[src/rtl/csi_pkg.sv]
package csi_pkg;
    localparam int BYTE_BITS   = 8;
    localparam int FRAME_BYTES = 3;
    localparam int CNT_W       = $clog2(BYTE_BITS + 1);
    localparam int IDX_W       = $clog2(FRAME_BYTES);

    typedef enum logic [1:0] {
        ST_IDLE,
        ST_RECV,
        ST_ACK,
        ST_SKIP
    } csi_state_e;
endpackage

[src/rtl/csi_line_sync.sv]
module csi_line_sync #(
    parameter int STAGES = 2
) (
    input  logic clk,
    input  logic rst_n,
    input  logic line_in,
    output logic level,
    output logic rose,
    output logic fell
);
    logic [STAGES-1:0] chain;
    logic              prev;

    generate
        if (STAGES == 1) begin : g_single
            always_ff @(posedge clk or negedge rst_n) begin
                if (!rst_n) chain <= 1'b1;
                else        chain <= line_in;
            end
        end else begin : g_multi
            always_ff @(posedge clk or negedge rst_n) begin
                if (!rst_n) chain <= '1;
                else        chain <= {chain[STAGES-2:0], line_in};
            end
        end
    endgenerate

    always_ff @(posedge clk or negedge rst_n) begin
        if (!rst_n) prev <= 1'b1;
        else        prev <= chain[STAGES-1];
    end

    assign level = chain[STAGES-1];
    assign rose  = level & ~prev;
    assign fell  = ~level & prev;
endmodule

[src/rtl/csi_frame_fsm.sv]
module csi_frame_fsm
    import csi_pkg::*;
#(
    parameter logic [6:0] DEV_ADDR = 7'b0110011
) (
    input  logic       clk,
    input  logic       rst_n,
    input  logic       start_evt,
    input  logic       stop_evt,
    input  logic       scl_rose,
    input  logic       scl_fell,
    input  logic       sda_lvl,
    output logic       sda_pull,
    output logic       commit,
    output logic [7:0] frame_code,
    output logic       frame_pd
);
    localparam logic [CNT_W-1:0] FULL_CNT = CNT_W'(BYTE_BITS);
    localparam logic [IDX_W-1:0] LAST_IDX = IDX_W'(FRAME_BYTES - 1);

    csi_state_e       state, nxt;
    logic [CNT_W-1:0] bit_cnt;
    logic [IDX_W-1:0] byte_idx;
    logic [7:0]       shreg;
    logic             hold_pd;
    logic [5:0]       hold_hi;
    logic             addr_ok;

    assign addr_ok = (shreg == {DEV_ADDR, 1'b0});

    // next-state logic
    always_comb begin
        nxt = state;
        if (start_evt) begin
            nxt = ST_RECV;
        end else if (stop_evt) begin
            nxt = ST_IDLE;
        end else begin
            unique case (state)
                ST_IDLE: nxt = ST_IDLE;
                ST_RECV: begin
                    if (scl_fell && bit_cnt == FULL_CNT) begin
                        if (byte_idx == '0 && !addr_ok) nxt = ST_SKIP;
                        else                            nxt = ST_ACK;
                    end
                end
                ST_ACK: begin
                    if (scl_fell) begin
                        if (byte_idx == LAST_IDX) nxt = ST_SKIP;
                        else                      nxt = ST_RECV;
                    end
                end
                ST_SKIP: nxt = ST_SKIP;
            endcase
        end
    end

    // state register and frame datapath
    always_ff @(posedge clk or negedge rst_n) begin
        if (!rst_n) begin
            state    <= ST_IDLE;
            bit_cnt  <= '0;
            byte_idx <= '0;
            shreg    <= '0;
            hold_pd  <= 1'b0;
            hold_hi  <= '0;
        end else begin
            state <= nxt;
            if (start_evt) begin
                bit_cnt  <= '0;
                byte_idx <= '0;
            end else if (state == ST_RECV && scl_rose && bit_cnt != FULL_CNT) begin
                shreg   <= {shreg[6:0], sda_lvl};
                bit_cnt <= bit_cnt + 1'b1;
            end else if (state == ST_ACK && scl_fell) begin
                bit_cnt  <= '0;
                byte_idx <= byte_idx + 1'b1;
                if (byte_idx == IDX_W'(1)) begin
                    hold_pd <= shreg[7];
                    hold_hi <= shreg[5:0];
                end
            end
        end
    end

    // outputs
    always_comb begin
        sda_pull   = (state == ST_ACK);
        commit     = (state == ST_ACK) && scl_fell && !start_evt && !stop_evt
                     && (byte_idx == LAST_IDX);
        frame_code = {hold_hi, shreg[7:6]};
        frame_pd   = hold_pd;
    end

    // the address slot is only acknowledged for the device address with write direction
    assert_addr_ack_R2: assert property (@(posedge clk) disable iff (!rst_n)
        (state == ST_ACK && byte_idx == '0) |-> (shreg == {DEV_ADDR, 1'b0}));

    // the ignore state never leads to an acknowledge without a new start
    assert_skip_silent_R3: assert property (@(posedge clk) disable iff (!rst_n)
        (state == ST_SKIP && !start_evt) |=> (state != ST_ACK));
endmodule

[src/rtl/csi_hold_regs.sv]
module csi_hold_regs (
    input  logic       clk,
    input  logic       rst_n,
    input  logic       commit,
    input  logic [7:0] new_code,
    input  logic       new_pd,
    input  logic       fault_in,
    output logic [7:0] code,
    output logic       pd,
    output logic       drive_en
);
    logic pd_next;

    assign pd_next = commit ? new_pd : pd;

    always_ff @(posedge clk or negedge rst_n) begin
        if (!rst_n) begin
            code     <= '0;
            pd       <= 1'b0;
            drive_en <= 1'b0;
        end else begin
            if (commit) begin
                code <= new_code;
                pd   <= new_pd;
            end
            drive_en <= ~fault_in & ~pd_next;
        end
    end

    // a fault switches the drive off on the next clock
    assert_fault_off_R8: assert property (@(posedge clk) disable iff (!rst_n)
        fault_in |=> !drive_en);
endmodule

[src/rtl/csi_current_slave.sv]
module csi_current_slave #(
    parameter logic [6:0] DEV_ADDR    = 7'b0110011,
    parameter int         SYNC_STAGES = 2
) (
    input  logic       clk,
    input  logic       pwr_n,
    input  logic       scl_in,
    input  logic       sda_in,
    input  logic       fault_in,
    output logic       sda_pull,
    output logic [7:0] level_code,
    output logic       sleep_flag,
    output logic       drive_en
);
    logic       scl_lvl, scl_rose, scl_fell;
    logic       sda_lvl, sda_rose, sda_fell;
    logic       start_evt, stop_evt;
    logic       commit;
    logic [7:0] frame_code;
    logic       frame_pd;

    csi_line_sync #(.STAGES(SYNC_STAGES)) u_scl (
        .clk(clk), .rst_n(pwr_n), .line_in(scl_in),
        .level(scl_lvl), .rose(scl_rose), .fell(scl_fell)
    );

    csi_line_sync #(.STAGES(SYNC_STAGES)) u_sda (
        .clk(clk), .rst_n(pwr_n), .line_in(sda_in),
        .level(sda_lvl), .rose(sda_rose), .fell(sda_fell)
    );

    // bus conditions: data edge while the clock stays high
    assign start_evt = scl_lvl & ~scl_rose & sda_fell;
    assign stop_evt  = scl_lvl & ~scl_rose & sda_rose;

    csi_frame_fsm #(.DEV_ADDR(DEV_ADDR)) u_fsm (
        .clk(clk), .rst_n(pwr_n),
        .start_evt(start_evt), .stop_evt(stop_evt),
        .scl_rose(scl_rose), .scl_fell(scl_fell), .sda_lvl(sda_lvl),
        .sda_pull(sda_pull), .commit(commit),
        .frame_code(frame_code), .frame_pd(frame_pd)
    );

    csi_hold_regs u_hold (
        .clk(clk), .rst_n(pwr_n), .commit(commit),
        .new_code(frame_code), .new_pd(frame_pd), .fault_in(fault_in),
        .code(level_code), .pd(sleep_flag), .drive_en(drive_en)
    );

    // acknowledge starts and ends while the bus clock is low
    assert_ack_rise_low_R4: assert property (@(posedge clk) disable iff (!pwr_n)
        $rose(sda_pull) |-> !scl_lvl);
    assert_ack_fall_low_R4: assert property (@(posedge clk) disable iff (!pwr_n)
        $fell(sda_pull) |-> !scl_lvl);

    // the visible code and flag only move on a frame commit
    assert_hold_stable_R6: assert property (@(posedge clk) disable iff (!pwr_n)
        !commit |=> ($stable(level_code) && $stable(sleep_flag)));
endmodule

[config.mk]
export PLATFORM = sky130hd
export DESIGN_NAME = csi_current_slave
export DESIGN_NICKNAME = d
export VERILOG_FILES = /design/src/rtl/csi_pkg.sv /design/src/rtl/csi_line_sync.sv /design/src/rtl/csi_frame_fsm.sv /design/src/rtl/csi_hold_regs.sv /design/src/rtl/csi_current_slave.sv
export SDC_FILE = /design/constraint.sdc
export NUM_CORES = 1
export LEC_CHECK = 0
export ABC_AREA = 1
export BUFFER_PORTS_ARGS = -buffer_cell sky130_fd_sc_hd__buf_4
export CORE_ASPECT_RATIO = 0.9
export CORE_MARGIN = 2
export CORE_UTILIZATION = 35
export DETAILED_ROUTE_END_ITERATION = 8
export HOLD_SLACK_MARGIN = 0.1
export MAX_ROUTING_LAYER = met4
export SLEW_MARGIN = 5
export SYNTH_ARGS = -nofsm -noshare
export SYNTH_HDL_FRONTEND = slang
export SYNTH_SLANG_ARGS = --single-unit
[constraint.sdc]
create_clock -name clk -period 1.5 [get_ports clk]
set_input_delay 0.15 -clock clk [delete_from_list [all_inputs] [get_ports clk]]
set_output_delay 0.15 -clock clk [all_outputs]
set_load 0.03 [all_outputs]
==> metrics.yaml <==
finalPower_uw: 3220
netlist_area_mm2: 0.00180
avgRoutedWirePerCell_um: 10.5
die_height_um: 72.1
grt_max_degree: 40
num_antenna_cells: 0
first_global_vias: 1283
initial_utilization_pct: 36.9
drt_wl_total_um: 3000
clk_latency_ns: 0.29
synthToLayoutAreaGrowth_pct: 19.7
cts_sinks: 39
grt_overflow_total: 0
hold_viol: 0
pin_count: 16
grt_pass1_wl_um: 5640
netlist_instances: 193
h-tree-depth: 2
worstSetupEndpointType: "register"
drive_gt1_share_pct: 27.3
ant_nets: 0
via_per_inst: 4.31
synthTopCellsByCount: "65 x nand2_1, 33 x dfrtp_1, 25 x inv_1"
clockRootBuffer: "clkbuf_8"
fp.coreArea_mm2: 0.00489
drt_iter0_markers: 103
powerDensity_mw_per_mm2: 1490
crit_family: "flip-flops"
met3_length_um: 117
cts_tree: "done"
routed.top_layer: "met4"
dpl-instance-area_mm2: 0.00199
skew_ns: 0.0114
synth_ff_type: "dfrtp_1"
max_stage_delay_ns: 0.39
cts_buffer_depth: 2
drc: 0
path_class: "reg2reg"
synth_area_per_cell_um2: 9.35
clock.fmax_mhz: 709
finalSetupTns_ns: 0
gp_congestion: 0.777
hp-class: "in2async"
cp_num_cells: 7
final_area_mm2: 0.00216
netlist.top_cell.by_area: "dfrtp_1"
wl_met2_um: 1310
cts_buffers: 5
die_w_um: 79.7
syn_nets: 203
setup_violations: 0
critPathBufInv: 2
leakagePower_uw: 0.00113
synth.distinct_cells: 19
dp_hpwl_um: 2130
worstPathCellList: "inv_1 > ha_1 > nand3_1 > nand3_4 > buf_12 > nand2_1 > o21ai_2"
io_buffers: 15
grt_antenna_before_repair: 0
clkTransAtPathRegs_ns: 0.08
synth-seq-cells: 39
die-area_mm2: 0.00575
first_pass_iters: 4
yosysMostFrequentCell: "nand2_1"
async_flop_share_pct: 100
synth_top_area_share_pct: 45.8
hold-worst-slack_ns: 0.358
final_cells: 285
period_minus_slack_ns: 1.41
outcome: "completed"
critical_path.max_fanout: 16
nNetsFinal: 229
rows: 24
synthTopCellsByArea: "dfrtp_1 46%, nand2_1 14%, dfstp_2 8.7%"
dp.cells: 272
crit_slowest_cell: "dfrtp_1"
cp.required_ns: 1.68
slew_violations: 0
cap_violations: 0
worst_pin_slew_ns: 0.497
yosys_warnings: 0
met1Wirelength_um: 1530
ff2ff_path_depth: 7
grt.total_usage_pct: 12.9
irDropWorstVdd_uv: 721
route.vias.total: 1228
synth_edf_count: 0
critical_path_arrival_ns: 1.59
start_kind: "register"
yosysSeqAreaShare_pct: 54.5
finalCritPeriodShare_pct: 94.0
max-slew-margin-rel_pct: 66.9
fillCellCount: 479
==> worst reg2reg max path: stages, from the launching register on <==
cell,delay (ns)
dfrtp_1,0.39
inv_1,0.07
ha_1,0.22
nand3_1,0.17
nand3_4,0.14
buf_12,0.18
nand2_1,0.08
o21ai_2,0.05
==> final cells by class <==
| type | instances | area (um2) | area share (%) |
|---|---|---|---|
| repair buffers | 25 | 210 | 9.73 |
| clock inverters | 3 | 43.8 | 2.03 |
| clock buffers | 5 | 68.8 | 3.19 |
| inverters | 25 | 93.8 | 4.35 |
| well taps | 65 | 81.3 | 3.77 |
| flip-flops and latches | 39 | 983 | 45.5 |
| multi-input cells | 123 | 678 | 31.4 |
==> through the flow <==
stage	setup slack (ns)	util (%)
CTS	0.0402	43.7
global route	-0.0147	44.1
finish	0.0901	44.1
detailed placement	0.0681	40.6
floorplan	0.288	-
global placement	0.106	40.6
==> timing repair <==
action,4_1_cts,5_1_grt
hold buffers,4,0
hold endpoints to repair,36,0
setup endpoints to repair,0,9
buffers inserted,0,1
resized for setup,0,3
==> where the power goes <==
part           internal, uW  leakage [uW]  switching, uW
registers              1270      0.000509            152
clock network           495     0.0000581            368
logic                   360      0.000562            573
==> layout by cell type (no fill, tap or decap), types with 4 or more instances in the layout <==
cell           instances
inv_1                 25
nand2_1               64
nor2_1                 7
clkbuf_8               5
dfrtp_1               33
dlygate4sd3_1          4
nand3_1               14
dfstp_2                6
ha_1                   5
o21ai_2               15
nand2_2                5
buf_4                 20
==> path summary, 6_finish.rpt <==
path	startpoint	end	slack, ns
worst min-delay path	pwr_n	u_fsm.hold_hi[4]$_DFFE_PN0P_	0.36
max in group asynchronous	pwr_n	u_sda.chain[1]$_DFF_PN1_	0.78
worst max register to register	u_fsm.bit_cnt[0]$_DFFE_PN0P_	u_fsm.shreg[2]$_DFFE_PN0P_	0.09
worst max-delay path	u_fsm.bit_cnt[0]$_DFFE_PN0P_	u_fsm.shreg[2]$_DFFE_PN0P_	0.09
worst min register to register	u_sda.chain[0]$_DFF_PN1_	u_sda.chain[1]$_DFF_PN1_	0.36
min in group clk	u_sda.chain[0]$_DFF_PN1_	u_sda.chain[1]$_DFF_PN1_	0.36
==> registers in the layout, summed over array words and instances, names as in the netlist <==
signal / flops
u_fsm.bit_cnt: 4
u_fsm.byte_idx: 2
u_fsm.frame_pd: 1
u_fsm.hold_hi: 6
u_fsm.shreg: 8
u_fsm.state: 2
u_hold.code: 8
u_hold.drive_en: 1
u_hold.pd: 1
u_scl.chain: 2
u_scl.prev: 1
u_sda.chain: 2
u_sda.prev: 1
==> metal layers <==
metal	vias to the layer above	global-route usage, %
met2	19	19.0
met3	4	3.36
met5	-	-
met1	556	17.1
li1	649	-
met4	0	4.60
==> cell families (layout without fill, tap and decap cells) <==
logic type      count (synthesis)  after routing  share of synthesized area, %
simple gates                   98             98                          24.3
flops                          39             39                          54.5
buf+inv                        31             58                          8.60
compound gates                 18             18                          8.11
fa+ha+maj                       5              5                          3.47
xor+xnor                        2              2                         0.971
(Power assumes the default switching activity.)
